$ cat config.mk
export PLATFORM = sky130hd
export DESIGN_NAME = apb_fifo_periph
export DESIGN_NICKNAME = d
export VERILOG_FILES = /design/src/rtl/apb_fifo_pkg.sv /design/src/rtl/apb_rst_sync.sv /design/src/rtl/apb_bus_fsm.sv /design/src/rtl/apb_fifo_store.sv /design/src/rtl/apb_fifo_periph.sv
export SDC_FILE = /design/constraint.sdc
export NUM_CORES = 1
export LEC_CHECK = 0
export BUFFER_PORTS_ARGS = -buffer_cell sky130_fd_sc_hd__buf_2
export CAP_MARGIN = 25
export CELL_PAD_IN_SITES_DETAIL_PLACEMENT = 0
export CELL_PAD_IN_SITES_GLOBAL_PLACEMENT = 2
export CORE_AREA = 4 4 216 218
export DETAILED_ROUTE_END_ITERATION = 8
export DIE_AREA = 0 0 220 222
export HOLD_SLACK_MARGIN = 0.06
export MAX_ROUTING_LAYER = met4
export PLACE_DENSITY = 0.8
export REMOVE_ABC_BUFFERS = 1
export SLEW_MARGIN = 10
export SYNTH_ARGS = -nofsm -noshare
export SYNTH_HDL_FRONTEND = slang
export SYNTH_SLANG_ARGS = --single-unit
$ cat constraint.sdc
create_clock -name clk_i -period 8.3 [get_ports clk_i]
set_input_delay 1.66 -clock clk_i [delete_from_list [all_inputs] [get_ports clk_i]]
set_output_delay 1.66 -clock clk_i [all_outputs]
set_load 0.005 [all_outputs]
$ cat src/rtl/apb_fifo_pkg.sv
package apb_fifo_pkg;
  typedef enum logic [1:0] {
    ST_IDLE   = 2'd0,
    ST_SETUP  = 2'd1,
    ST_ACCESS = 2'd2
  } bus_state_e;

  typedef enum logic [1:0] {
    SEL_CFG  = 2'd0,
    SEL_MASK = 2'd1,
    SEL_STAT = 2'd2,
    SEL_FIFO = 2'd3
  } reg_sel_e;

  localparam int unsigned NSTAT    = 3;
  localparam int unsigned STAT_FUL = 0;
  localparam int unsigned STAT_OVF = 1;
  localparam int unsigned STAT_UDF = 2;
endpackage

$ cat src/rtl/apb_rst_sync.sv
module apb_rst_sync #(
  parameter int unsigned STAGES = 2
) (
  input  logic clk_i,
  input  logic rst_ni,
  output logic rst_no
);
  logic [STAGES-1:0] sync_q;

  always_ff @(posedge clk_i or negedge rst_ni) begin
    if (!rst_ni) sync_q <= '0;
    else         sync_q <= {sync_q[STAGES-2:0], 1'b1};
  end

  assign rst_no = sync_q[STAGES-1];


  rst_assert_chk: assert property (@(posedge clk_i) !rst_ni |-> !rst_no);
endmodule

$ cat src/rtl/apb_bus_fsm.sv
module apb_bus_fsm
  import apb_fifo_pkg::*;
#(
  parameter int unsigned DATA_W = 32
) (
  input  logic              clk_i,
  input  logic              rst_ni,
  input  logic              psel_i,
  input  logic              penable_i,
  input  logic [DATA_W-1:0] rdata_i,
  input  logic              err_i,
  output logic              pready_o,
  output logic [DATA_W-1:0] prdata_o,
  output logic              pslverr_o,
  output logic              commit_o
);
  bus_state_e state_q;
  logic       access_start;

  assign access_start = (state_q == ST_SETUP) && psel_i && penable_i;

  always_ff @(posedge clk_i or negedge rst_ni) begin
    if (!rst_ni) begin
      state_q <= ST_IDLE;
    end else begin
      case (state_q)
        ST_IDLE:   state_q <= psel_i ? ST_SETUP : ST_IDLE;
        ST_SETUP:  state_q <= !psel_i ? ST_IDLE : (penable_i ? ST_ACCESS : ST_SETUP);
        ST_ACCESS: state_q <= ST_IDLE;
        default:   state_q <= ST_IDLE;
      endcase
    end
  end

  always_ff @(posedge clk_i or negedge rst_ni) begin
    if (!rst_ni) begin
      pready_o  <= 1'b0;
      pslverr_o <= 1'b0;
      prdata_o  <= '0;
    end else begin
      pready_o  <= access_start;
      pslverr_o <= access_start && err_i;
      prdata_o  <= (access_start && !err_i) ? rdata_i : '0;
    end
  end

  // the ready cycle commits only while the master still holds the access phase
  assign commit_o = pready_o && psel_i && penable_i;


  pready_pulse_chk: assert property (@(posedge clk_i) disable iff (!rst_ni)
    pready_o |=> !pready_o);

  pready_state_chk: assert property (@(posedge clk_i) disable iff (!rst_ni)
    pready_o |-> (state_q == ST_ACCESS));

  idle_data_chk: assert property (@(posedge clk_i)
    !pready_o |-> (prdata_o == '0) && !pslverr_o);
endmodule

$ cat src/rtl/apb_fifo_store.sv
module apb_fifo_store #(
  parameter int unsigned DATA_W = 32,
  parameter int unsigned DEPTH  = 16
) (
  input  logic                       clk_i,
  input  logic                       rst_ni,
  input  logic                       push_i,
  input  logic                       pop_i,
  input  logic [DATA_W-1:0]          wdata_i,
  output logic [DATA_W-1:0]          head_o,
  output logic                       empty_o,
  output logic                       full_o,
  output logic [$clog2(DEPTH+1)-1:0] count_o
);
  localparam int unsigned PTR_W = $clog2(DEPTH);
  localparam int unsigned CNT_W = $clog2(DEPTH+1);

  logic [DATA_W-1:0] mem [DEPTH];
  logic [PTR_W-1:0]  wr_ptr_q, rd_ptr_q;
  logic [CNT_W-1:0]  count_q;
  logic              do_push, do_pop;

  assign empty_o = (count_q == '0);
  assign full_o  = (count_q == CNT_W'(DEPTH));
  assign count_o = count_q;
  assign do_push = push_i && !full_o;
  assign do_pop  = pop_i && !empty_o;
  assign head_o  = empty_o ? '0 : mem[rd_ptr_q];

  // storage deliberately without reset
  always_ff @(posedge clk_i) begin
    if (do_push) mem[wr_ptr_q] <= wdata_i;
  end

  always_ff @(posedge clk_i or negedge rst_ni) begin
    if (!rst_ni) begin
      wr_ptr_q <= '0;
      rd_ptr_q <= '0;
      count_q  <= '0;
    end else begin
      if (do_push) wr_ptr_q <= wr_ptr_q + 1'b1;
      if (do_pop)  rd_ptr_q <= rd_ptr_q + 1'b1;
      case ({do_push, do_pop})
        2'b10:   count_q <= count_q + 1'b1;
        2'b01:   count_q <= count_q - 1'b1;
        default: count_q <= count_q;
      endcase
    end
  end


  no_overflow_chk: assert property (@(posedge clk_i) disable iff (!rst_ni)
    count_q <= CNT_W'(DEPTH));

  full_drop_chk: assert property (@(posedge clk_i) disable iff (!rst_ni)
    (full_o && push_i && !pop_i) |=> full_o && $stable(wr_ptr_q));

  empty_pop_chk: assert property (@(posedge clk_i) disable iff (!rst_ni)
    (empty_o && pop_i && !push_i) |=> $stable(rd_ptr_q) && empty_o);
endmodule

$ cat src/rtl/apb_fifo_periph.sv
module apb_fifo_periph
  import apb_fifo_pkg::*;
#(
  parameter int unsigned ADDR_W      = 12,
  parameter int unsigned DATA_W      = 32,
  parameter int unsigned FIFO_DEPTH  = 16,
  parameter int unsigned SYNC_STAGES = 2
) (
  input  logic              clk_i,
  input  logic              rst_ni,
  input  logic              psel_i,
  input  logic              penable_i,
  input  logic              pwrite_i,
  input  logic [ADDR_W-1:0] paddr_i,
  input  logic [DATA_W-1:0] pwdata_i,
  output logic              pready_o,
  output logic [DATA_W-1:0] prdata_o,
  output logic              pslverr_o,
  output logic              irq_o
);
  localparam int unsigned CNT_W = $clog2(FIFO_DEPTH+1);

  logic              rst_n;
  logic              commit;
  logic              addr_ok;
  reg_sel_e          sel;
  logic [DATA_W-1:0] rdata;
  logic              wr_en, rd_en;
  logic [DATA_W-1:0] cfg_q;
  logic [NSTAT-1:0]  mask_q, stat_q, stat_set, stat_clr;
  logic              push, pop;
  logic [DATA_W-1:0] fifo_head;
  logic              fifo_empty, fifo_full;
  logic [CNT_W-1:0]  fifo_count;

  apb_rst_sync #(.STAGES(SYNC_STAGES)) u_rst_sync (
    .clk_i  (clk_i),
    .rst_ni (rst_ni),
    .rst_no (rst_n)
  );

  assign addr_ok = (paddr_i[1:0] == 2'b00) && (paddr_i[ADDR_W-1:4] == '0);
  assign sel     = reg_sel_e'(paddr_i[3:2]);

  always_comb begin
    case (sel)
      SEL_CFG:  rdata = cfg_q;
      SEL_MASK: rdata = {{(DATA_W-NSTAT){1'b0}}, mask_q};
      SEL_STAT: rdata = {{(DATA_W-NSTAT){1'b0}}, stat_q};
      default:  rdata = fifo_head;
    endcase
  end

  apb_bus_fsm #(.DATA_W(DATA_W)) u_bus_fsm (
    .clk_i     (clk_i),
    .rst_ni    (rst_n),
    .psel_i    (psel_i),
    .penable_i (penable_i),
    .rdata_i   (rdata),
    .err_i     (!addr_ok),
    .pready_o  (pready_o),
    .prdata_o  (prdata_o),
    .pslverr_o (pslverr_o),
    .commit_o  (commit)
  );

  assign wr_en = commit && pwrite_i && addr_ok;
  assign rd_en = commit && !pwrite_i && addr_ok;
  assign push  = wr_en && (sel == SEL_FIFO) && cfg_q[0];
  assign pop   = rd_en && (sel == SEL_FIFO);

  apb_fifo_store #(.DATA_W(DATA_W), .DEPTH(FIFO_DEPTH)) u_fifo (
    .clk_i   (clk_i),
    .rst_ni  (rst_n),
    .push_i  (push),
    .pop_i   (pop),
    .wdata_i (pwdata_i),
    .head_o  (fifo_head),
    .empty_o (fifo_empty),
    .full_o  (fifo_full),
    .count_o (fifo_count)
  );

  always_comb begin
    stat_set           = '0;
    stat_set[STAT_FUL] = push && !fifo_full && (fifo_count == CNT_W'(FIFO_DEPTH-1));
    stat_set[STAT_OVF] = push && fifo_full;
    stat_set[STAT_UDF] = pop && fifo_empty;
    stat_clr           = (wr_en && (sel == SEL_STAT)) ? pwdata_i[NSTAT-1:0] : '0;
  end

  always_ff @(posedge clk_i or negedge rst_n) begin
    if (!rst_n) begin
      cfg_q  <= '0;
      mask_q <= '0;
      stat_q <= '0;
    end else begin
      if (wr_en && (sel == SEL_CFG))  cfg_q  <= pwdata_i;
      if (wr_en && (sel == SEL_MASK)) mask_q <= pwdata_i[NSTAT-1:0];
      stat_q <= (stat_q & ~stat_clr) | stat_set;
    end
  end

  assign irq_o = |(stat_q & mask_q);


  bad_addr_chk: assert property (@(posedge clk_i) disable iff (!rst_n)
    (commit && !addr_ok) |=> $stable(cfg_q) && $stable(mask_q) && $stable(stat_q)
                              && $stable(fifo_count));

  push_gate_chk: assert property (@(posedge clk_i) disable iff (!rst_n)
    (commit && pwrite_i && addr_ok && (sel == SEL_FIFO) && !cfg_q[0]) |=> $stable(fifo_count));

  w1c_keep_chk: assert property (@(posedge clk_i) disable iff (!rst_n)
    (wr_en && (sel == SEL_STAT) && (pwdata_i[NSTAT-1:0] == '0)) |=> $stable(stat_q));

  reset_quiet_chk: assert property (@(posedge clk_i)
    !rst_n |-> !irq_o && !pready_o && !pslverr_o);
endmodule

# Word-level counts from Yosys, hierarchy flattened
# Memories as Yosys holds them, arrays and structs flattened.
# Index checks and enable logic that the tools add are counted.
[word_totals]
wordCells = 72
out_inout_bits = 35
ramBits = 512
register_bits = 89
n_memories = 1
[classes]
bitwise = 4
eq_ne = 8
n_reduce_logical = 33
n_addsub = 4
muxes = 11
[mem_list]
columns = ["memory", "depth", "word_bits", "read_ports", "rd_clocked_by_memory_dff", "write_ports", "line_no", "rtl"]
rows = [
  ["u_fifo.mem", 16, 32, 1, 0, 1, "apb_fifo_store.sv:18", "logic [DATA_W-1:0] mem [DEPTH];"],
]
[ops]
columns = ["operator", "count"]
rows = [
  ["$pmux W32 S3", 1],
  ["$mux W32", 2],
  ["$logic_and A1 B1 Y1", 22],
  ["$pmux W5 S2", 1],
  ["$add A4 B1 Y4 const B", 2],
  ["$logic_not A8 Y1", 1],
  ["$and A3 B3 Y3", 2],
  ["$eq A2 B1 Y1 const B", 3],
  ["$eq A2 B2 Y1 const B", 3],
  ["$logic_not A2 Y1", 3],
  ["$add A5 B1 Y5 const B", 1],
  ["$eq A5 B4 Y1 const B", 1],
  ["$eq A5 B5 Y1 const B", 1],
  ["$logic_not A5 Y1", 1],
  ["$sub A5 B1 Y5 const B", 1],
  ["$logic_not A1 Y1", 4],
  ["$mux W2", 2],
  ["$pmux W2 S2", 1],
  ["$mux W1", 3],
  ["$mux W3", 1],
  ["$not A3 Y3", 1],
  ["$or A3 B3 Y3", 1],
  ["$reduce_or A3 Y1", 1],
  ["$reduce_bool A2 Y1", 1],
]

# Longest topological paths before layout
# Gate-level depths: netlist of the first run.
[logic_depth]
ltp_word = 9
depth_mapped = 15

# Hierarchy
# Synthesis of the first run repeated with hierarchy kept, for this count alone.
[unflattened]
hier_cells = 1152
area_unflattened_um2 = 23824.1
[modules_own_cells]
columns = ["module", "instances", "seq_area_each_um2", "area_each_um2", "cells_each"]
rows = [
  ["apb_fifo_store", 1, 15700.1, 20420.8, 918],
  ["apb_fifo_periph", 1, 950.9, 1961.9, 148],
  ["apb_bus_fsm", 1, 900.9, 1387.6, 83],
  ["apb_rst_sync", 1, 50.0, 53.8, 3],
]

# Worst setup path before layout of the first run
# OpenSTA, ideal clock, no wires.
[synth_path]
path_kind = "in2reg"
startpoint = "input port paddr_i[1]"
endpoint = "memory u_fifo.mem[3][0], enable pin"
required_ns = 7.839
arrival_ns = 5.040
cell_stages = 6
n_path_buf = 1
slack_ns = 2.799
path_cell_list = "or4_4 nor3_1 and4_1 buf_4 nand2_1 nor3_1"
[synth_via]
elab_chain_len = 8
[synth_rtl]
columns = ["element", "line_no", "rtl"]
rows = [
  ["start: declaration", "apb_fifo_periph.sv:14", "input logic [ADDR_W-1:0] paddr_i,"],
  ["$logic_not A2 Y1", "apb_fifo_periph.sv:42", "assign addr_ok = (paddr_i[1:0] == 2'b00) && (paddr_i[ADDR_W-1:4] == '0);"],
  ["$logic_and A1 B1 Y1", "apb_fifo_periph.sv:42", ""],
  ["$logic_and A1 B1 Y1", "apb_fifo_periph.sv:67", "assign wr_en = commit && pwrite_i && addr_ok;"],
  ["$logic_and A1 B1 Y1 (2 in a row)", "apb_fifo_periph.sv:69", "assign push = wr_en && (sel == SEL_FIFO) && cfg_q[0];"],
  ["$logic_and A1 B1 Y1", "apb_fifo_store.sv:26", "assign do_push = push_i && !full_o;"],
  ["$mux W1", "apb_fifo_store.sv:32", "if (do_push) mem[wr_ptr_q] <= wdata_i;"],
  ["$mux W1 (implied by the code)", "apb_fifo_store.sv:32", ""],
  ["end: declaration", "apb_fifo_store.sv:18", ""],
]
# No other way between the ends.

# Worst setup path after layout of the first run
[layout_path]
startpoint = "input port paddr_i[1]"
endpoint = "memory u_fifo.mem[8][26], enable pin"
# The elaborated chain is that of the path after synthesis.

==> results of run 1 <==
## worst paths after layout
kind	from	end	depth (start not counted)
setup / recovery	paddr_i[1]	u_fifo.mem[8][26]	7
hold / removal	u_rst_sync.sync_q[1]	cfg_q[22]	0
setup reg to reg	u_fifo.rd_ptr_q[0]	u_bus_fsm.prdata_o[2]	5
hold reg to reg	u_rst_sync.sync_q[1]	cfg_q[22]	0
max in group asynchronous	u_rst_sync.sync_q[1]	u_fifo.rd_ptr_q[3]	1
min in group clk_i	u_rst_sync.sync_q[0]	u_rst_sync.sync_q[1]	0
## cells in the mapped netlist (2+ instances only)
cell type    n  area (sq um)
edfxtp_1   512         15400
mux4_2     125          2820
dfrtp_1     89          2230
a22oi_1     59           443
nand2_1     42           158
mux2_1      36           405
a32o_1      30           300
clkbuf_1    29           109
nor2_1      22          82.6
buf_2       15          75.1
nor3_1      11          55.1
ha_1         9           113
buf_4        8          60.1
inv_1        8          30.0
xor2_1       8          70.1
buf_6        7          78.8
mux2i_1      7          70.1
mux2_2       6          67.6
o21ai_1      6          30.0
buf_1        5          18.8
xnor2_1      5          43.8
and2_1       4          25.0
nand2b_1     4          25.0
nand3_1      4          20.0
nand4_1      4          25.0
nor2b_1      4          25.0
a21oi_1      3          15.0
nor4_1       3          18.8
nor4_2       3          37.5
o21ai_0      3          15.0
o22ai_1      3          18.8
a22o_1       2          17.5
a311oi_1     2          17.5
and4_1       2          17.5
and4b_1      2          20.0
## state kept, by name, summed over array words and instances (netlist names)
| register | cells |
|---|---|
| cfg_q | 32 |
| mask_q | 3 |
| stat_q | 3 |
| u_bus_fsm.prdata_o | 32 |
| u_bus_fsm.pready_o | 1 |
| u_bus_fsm.pslverr_o | 1 |
| u_bus_fsm.state_q | 2 |
| u_fifo.count_o | 5 |
| u_fifo.mem | 512 |
| u_fifo.rd_ptr_q | 4 |
| u_fifo.wr_ptr_q | 4 |
| u_rst_sync.sync_q | 2 |
## area by class of cell
cell class	instances	area share, %
diodes	1	0.00951
clock buffers	79	6.00
clock inverters	26	1.08
inverters	9	0.128
multi-input cells	424	19.8
flip-flops and latches	601	66.9
well taps	600	2.85
repair buffers	115	3.21
## metrics by stage
step           area [sq um]  util (%)  setup slack (ps)  cells
2_1_floorplan         22700         -              1880   1034
3_3_place_gp          24200      53.9              3510   1739
3_5_place_dp          24400      54.4              3570   1748
4_1_cts               26300      58.6              4230   1853
5_1_grt               26300      58.6              4080   1855
6_report              26300      58.6              4240   1855
## report_power, final
part	internal (W)	total [W]	switching [W]
registers	0.00328	0.00328	0.00000498
clock network	0.00149	0.00258	0.00109
logic	0.0000114	0.0000642	0.0000528
total	0.00478	0.00592	0.00115
## layer usage
| metal | up-vias | part of all wire [%] |
|---|---|---|
| li1 | 4771 | - |
| met1 | 5791 | 43 |
| met2 | 306 | 50 |
| met3 | 68 | 5.3 |
| met4 | 0 | 1.7 |
| met5 | - | 0 |
## kinds of logic after synthesis
group	after synthesis	share of synthesized area, %
AND/OR/NAND/NOR	112	2.46
other	1	0.0163
flip-flops	601	76.4
multiplexers	174	14.6
adder cells (fa/ha/maj)	9	0.489
AO/OA/AOI/OAI	115	3.97
XOR/XNOR	13	0.494
buffers and inverters	73	1.63
==> metrics.md, run 1 <==
| Metric | Value |
|---|---|
| Most common cell after layout, fill and taps aside | `edfxtp_1` |
| Total area of sequential cells | `17,600 sq um` |
| Vias in the first global route | `11,520` |
| WL final | `46,900 microns` |
| Worst reg-to-reg setup slack | `5280 ps` |
| Area of the multi-input gates | `5200 sq um` |
| Worst slew pin tran | `1000 ps` |
| CTS tree | `built` |
| Critical Path Max Stage Delay | `570 ps` |
| GR peak layer | `met2` |
| Post-CTS setup buffer count | `0` |
| Site Rows | `78` |
| CP cell instances | `buf_2 > or4_4 > nor3_1 > and4_1 > nand2_1 > nor2_4 > buf_4` |
| Critical path launch point type | `primary input` |
| Worst-path cell with the longest stage delay | `or4_4` |
| CTS hold repair buffers | `0` |
| Type of the worst setup path | `primary input to register` |
| Delay-heaviest family, CP | `simple AND/OR/NAND/NOR gates` |
| Antenna Nets Post-Route | `0` |
| Total die area | `48,800 sq um` |
| Pwr per Cell Area | `225 nW/um^2` |
| Crit-path max FO | `17` |
| Area Overhead vs Synth | `14.2%` |
| Met2 Usage GRT | `32.1%` |
| Mapped Area | `23,000 sq um` |
| Root Buffer | `clkbuf_16` |
| #FFs+latches synth | `601` |
| Pwr Total | `0.00592 W` |
| Final Hold Viols | `0` |
| Synth async-reset ratio | `14.8%` |
| Sequential area share after synthesis | `76.4%` |
| DP Wirelength | `28,200 microns` |
| Die height | `222 microns` |
| Final Cycle Share | `48.9%` |
| Syn avg cell area | `21.0 sq um` |
| Clk_skew | `22.4 ps` |
| Yosys Warn Count | `0` |
| Largest net degree at the start of global routing | `105` |
| Routability Congestion | `0.761` |
| HP Class | `register to async pin` |
| Fmax | `246 MHz` |
| CTS Buf Count | `58` |
| VDD IR-drop max | `0.173 mV` |
| Iteration-0 DRC Markers | `888` |
| CTS sink count | `601` |
| Filler instances | `3,298` |
| Fin. max-slew vios | `0` |
| RSZ-0062 raised after global routing | `false` |
| Vias per cell | `5.90` |
| Distinct cells, synth | `51` |
| Min Tclk post-route | `4060 ps` |
| Synth Flop Type | `edfxtp_1` |
| Initial core utilization | `51.3%` |
| Worst setup EP type | `register` |
| Clk Latency, worst-skew pair | `610 ps` |
| Clock-pin slew on the worst setup and hold paths | `60 ps` |
| Leakage | `8.90 nW` |
| Final TNS setup | `0 ps` |
| GR Util All Layers | `20.3%` |
| Met3 Track Usage GR | `3.55%` |
| Max-Cap Viols | `0` |
| Critical Path AT | `4340 ps` |
| Via count | `10,936` |
| Die W | `220 microns` |
| Slew margin rel. | `33.3%` |
| Data required, critical path | `8580 ps` |
| Share of cells above drive strength 1 | `28.9%` |
| Final hold slack | `344 ps` |
| DRC errors left | `0` |
| Worst path buffer plus inverter count | `2` |
| Global-route wire length before repair | `72,100 microns` |
| Met1 GRT Util | `28.3%` |
| Drt wl/cell | `25.3 microns` |
| Commonest cells after routing, fill and taps aside | `edfxtp_1 (512), mux4_2 (125), dfrtp_1 (85), buf_2 (83), a22oi_1 (59)` |
| # port buffers | `83` |
| Total gr overflow | `0` |
| Antenna violations before repair | `2` |
| Io pins | `84` |
| 1st-pass router iterations | `6` |
| Nets | `1,267` |
| Endpoints failing setup | `0` |
| Status | `finished clean` |
| Clk buf depth | `3` |
| EDFF count, synth | `512` |
| Core area | `44,900 sq um` |
| Post-CTS sizing | `0` |
| H-tree depth | `2` |
| Mapped Cells | `1,098` |
No activity file was read; power rests on OpenSTA's default activity.
==> run 2, diff against run 1 <==
--- a/config.mk
+++ b/config.mk
@@ -9,12 +9,12 @@
 export CAP_MARGIN = 25
 export CELL_PAD_IN_SITES_DETAIL_PLACEMENT = 0
 export CELL_PAD_IN_SITES_GLOBAL_PLACEMENT = 2
-export CORE_AREA = 4 4 216 218
+export CORE_AREA = 4 4 222 224
 export DETAILED_ROUTE_END_ITERATION = 8
-export DIE_AREA = 0 0 220 222
+export DIE_AREA = 0 0 226 228
 export HOLD_SLACK_MARGIN = 0.06
 export MAX_ROUTING_LAYER = met4
-export PLACE_DENSITY = 0.8
+export PLACE_DENSITY = 0.76
 export REMOVE_ABC_BUFFERS = 1
 export SLEW_MARGIN = 10
 export SYNTH_ARGS = -nofsm -noshare
==> constraint.sdc (replaced) <==
create_clock -name clk_i -period 4.2 [get_ports clk_i]
set_input_delay 0.84 -clock clk_i [delete_from_list [all_inputs] [get_ports clk_i]]
set_output_delay 0.84 -clock clk_i [all_outputs]
set_load 0.005 [all_outputs]
==> metrics.md, run 2 (synthesized netlist as in run 1, its figures left out) <==
| Metric | Value |
|---|---|
| WL final | `51,200 microns (+9.3%)` |
| Largest net degree at the start of global routing | `60 (-43%)` |
| Root Buffer | `clkbuf_16` |
| Biggest regs | `u_fifo.mem x512, cfg_q x32, u_bus_fsm.prdata_o x32` |
| Sw power | `0.00235 W (+110%)` |
| Routability Congestion | `0.788 (+3.6%)` |
| # port buffers | `83 (unchanged)` |
| Share of cells above drive strength 1 | `30.9% (+2.0 points)` |
| DRC errors left | `0 (unchanged)` |
| Nets | `1,286 (+1.5%)` |
| Via count | `11,212 (+2.5%)` |
| Post-Place Cells | `1,781 (+1.9%)` |
| Leakage | `9.01 nW (+1.2%)` |
| VDD IR-drop max | `0.359 mV (+110%)` |
| Final std cells w/o fill | `1,894 (+2.1%)` |
| Clock-pin slew on the worst setup and hold paths | `60 ps (about the same)` |
| Slew margin rel. | `42.5% (+9.2 points)` |
| Type of the worst setup path | `primary input to register` |
| Area Overhead vs Synth | `14.7%` |
| Most flops, register | `u_fifo.mem` |
| Worst slew pin tran | `863 ps (-137 ps)` |
| Post-CTS setup buffer count | `0 (unchanged)` |
| Site Rows | `80 (+2.6%)` |
| Data required, critical path | `4730 ps (-3850 ps)` |
| CTS tree | `built` |
| Vias per cell | `5.92 (+0.41%)` |
| 1st-pass router iterations | `5 (-1)` |
| CTS sink count | `601 (unchanged)` |
| Fmax | `334 MHz` |
| Critical Path AT | `3520 ps (-820 ps)` |
| Most common cell after layout, fill and taps aside | `edfxtp_1` |
| Status | `finished clean` |
| Global-route wire length before repair | `76,900 microns (+6.7%)` |
| Antenna Nets Post-Route | `0 (unchanged)` |
| Total gr overflow | `0 (unchanged)` |
| Antenna violations before repair | `0 (-2)` |
| Final TNS setup | `0 ps (unchanged)` |
| RSZ-0062 raised after global routing | `false` |
| Crit-path max FO | `8 (-9)` |
| Commonest cells after routing, fill and taps aside | `edfxtp_1 (512), mux4_2 (125), dfrtp_1 (85), buf_2 (83)` |
| Filler instances | `3,608 (+9.4%)` |
| Total die area | `51,500 sq um (+5.5%)` |
| Final hold slack | `350 ps (+5.65 ps)` |
| Final Hold Viols | `0 (unchanged)` |
| Final Cycle Share | `71.2%` |
| DP Wirelength | `30,100 microns (+6.7%)` |
| Clk_skew | `20.7 ps (-1.68 ps)` |
| Worst setup EP type | `register` |
| Fin. max-slew vios | `0 (unchanged)` |
| Die W | `226 microns (+2.7%)` |
| Seq pwr share | `54.5% (-0.9 points)` |
| Pwr per Cell Area | `450 nW/um^2 (+100%)` |
| Clk buf depth | `3 (unchanged)` |
| Min Tclk post-route | `2990 ps` |
| Diode count | `0 (-1)` |
| Clk Latency, worst-skew pair | `620 ps (about the same)` |
| Die height | `228 microns (+2.7%)` |
| GR Util All Layers | `20.7% (+0.48 points)` |
| Endpoints failing setup | `0 (unchanged)` |
| Max FFs per register | `512 (unchanged)` |
| Core area | `47,300 sq um (+5.5%)` |
| Max-Cap Viols | `0 (unchanged)` |
| Net Sw Frac | `19.8% (+0.40 points)` |
| Final core utilization | `55.8% (-2.8 points)` |
| Drt wl/cell | `27.1 microns (+7.1%)` |
| H-tree depth | `2 (unchanged)` |
| Clock share of power | `44.3% (+0.8 points)` |
| Critical path launch point type | `primary input` |
| HP Class | `register to register` |
| Iteration-0 DRC Markers | `884 (-0.45%)` |
| Initial core utilization | `48.7% (-2.7 points)` |
| Pint | `0.00955 W (+100%)` |
| Comb power frac | `1.1% (about the same)` |
| Vias in the first global route | `11,697 (+1.5%)` |
| CTS Buf Count | `59 (+1.7%)` |
| Io pins | `84 (unchanged)` |
## run 2: cell count changes in the layout (fill, tap and decap cells not counted), moves of 5 or more
cell	previous run	this run
buf_4	21	46
clkbuf_1	16	8
clkinv_2	12	20
buf_16	7	0
clkinvlp_4	0	5
## run 2: worst paths after layout
check                                      from                    to  slack, ps  depth (start not counted)
min                        u_rst_sync.sync_q[0]  u_rst_sync.sync_q[1]        350                          0
min in group asynchronous  u_rst_sync.sync_q[1]              cfg_q[5]        390                          0
max                                  paddr_i[1]     u_fifo.count_o[4]       1210                         13
max in group asynchronous  u_rst_sync.sync_q[1]              cfg_q[4]       2820                          1
max reg2reg                   u_fifo.count_o[1]     u_fifo.count_o[4]       1340                         11
min reg2reg                u_rst_sync.sync_q[0]  u_rst_sync.sync_q[1]        350                          0
## run 2: power by group through the flow
stage | logic [W] | clock network [W] | registers (W)
finish | 0.000135 | 0.00528 | 0.00649
floorplan | 0.0000108 | 0 | 0.00662
global placement | 0.000129 | 0 | 0.00662
CTS | 0.000138 | 0.00541 | 0.00649
global route | 0.000148 | 0.00566 | 0.00649
detailed placement | 0.000137 | 0 | 0.00662
## run 2: per-stage QoR
stage	area, sq um	setup slack (ps)	power (W)
finish	26400	1210	0.0119
global route	26400	1020	0.0123
CTS	26400	1260	0.0120
detailed placement	24400	652	0.00675
global placement	24400	693	0.00675
floorplan	22700	-2220	0.00663
## run 2: layer usage
| layer | share of wire, % | up-vias | GRT usage (%) |
|---|---|---|---|
| li1 | - | 4824 | - |
| met1 | 43 | 6035 | 28.8 |
| met2 | 50 | 276 | 32.7 |
| met3 | 4.5 | 77 | 3.05 |
| met4 | 2.3 | 0 | 5.86 |
| met5 | 0 | - | - |
## run 2: timing repair
item / 4_1_cts / 5_1_grt
hold buffers: 1 / 0
endpoints found under the hold margin: 2 / 0
resized for setup: 0 / 0
## run 2: layout make-up
type | instances | area, sq um | area share [%]
Clock buffer | 72 | 1580 | 5.96
Clock inverter | 40 | 405 | 1.53
Inverter | 9 | 33.8 | 0.128
Multi-Input combinational cell | 424 | 5200 | 19.7
Sequential cell | 601 | 17600 | 66.6
Tap cell | 615 | 769 | 2.91
Timing Repair Buffer | 133 | 831 | 3.14
## run 2: worst max-delay path, stage by stage
cell and delay [ps]:
buf_2 100, or4_4 570, nor2_1 180, nand3_1 140
nor2_1 180, ha_1 390, xor2_1 130, ha_1 240
o21a_1 180, o21ai_0 140, nand3b_1 90, a21oi_1 180
xor2_1 150
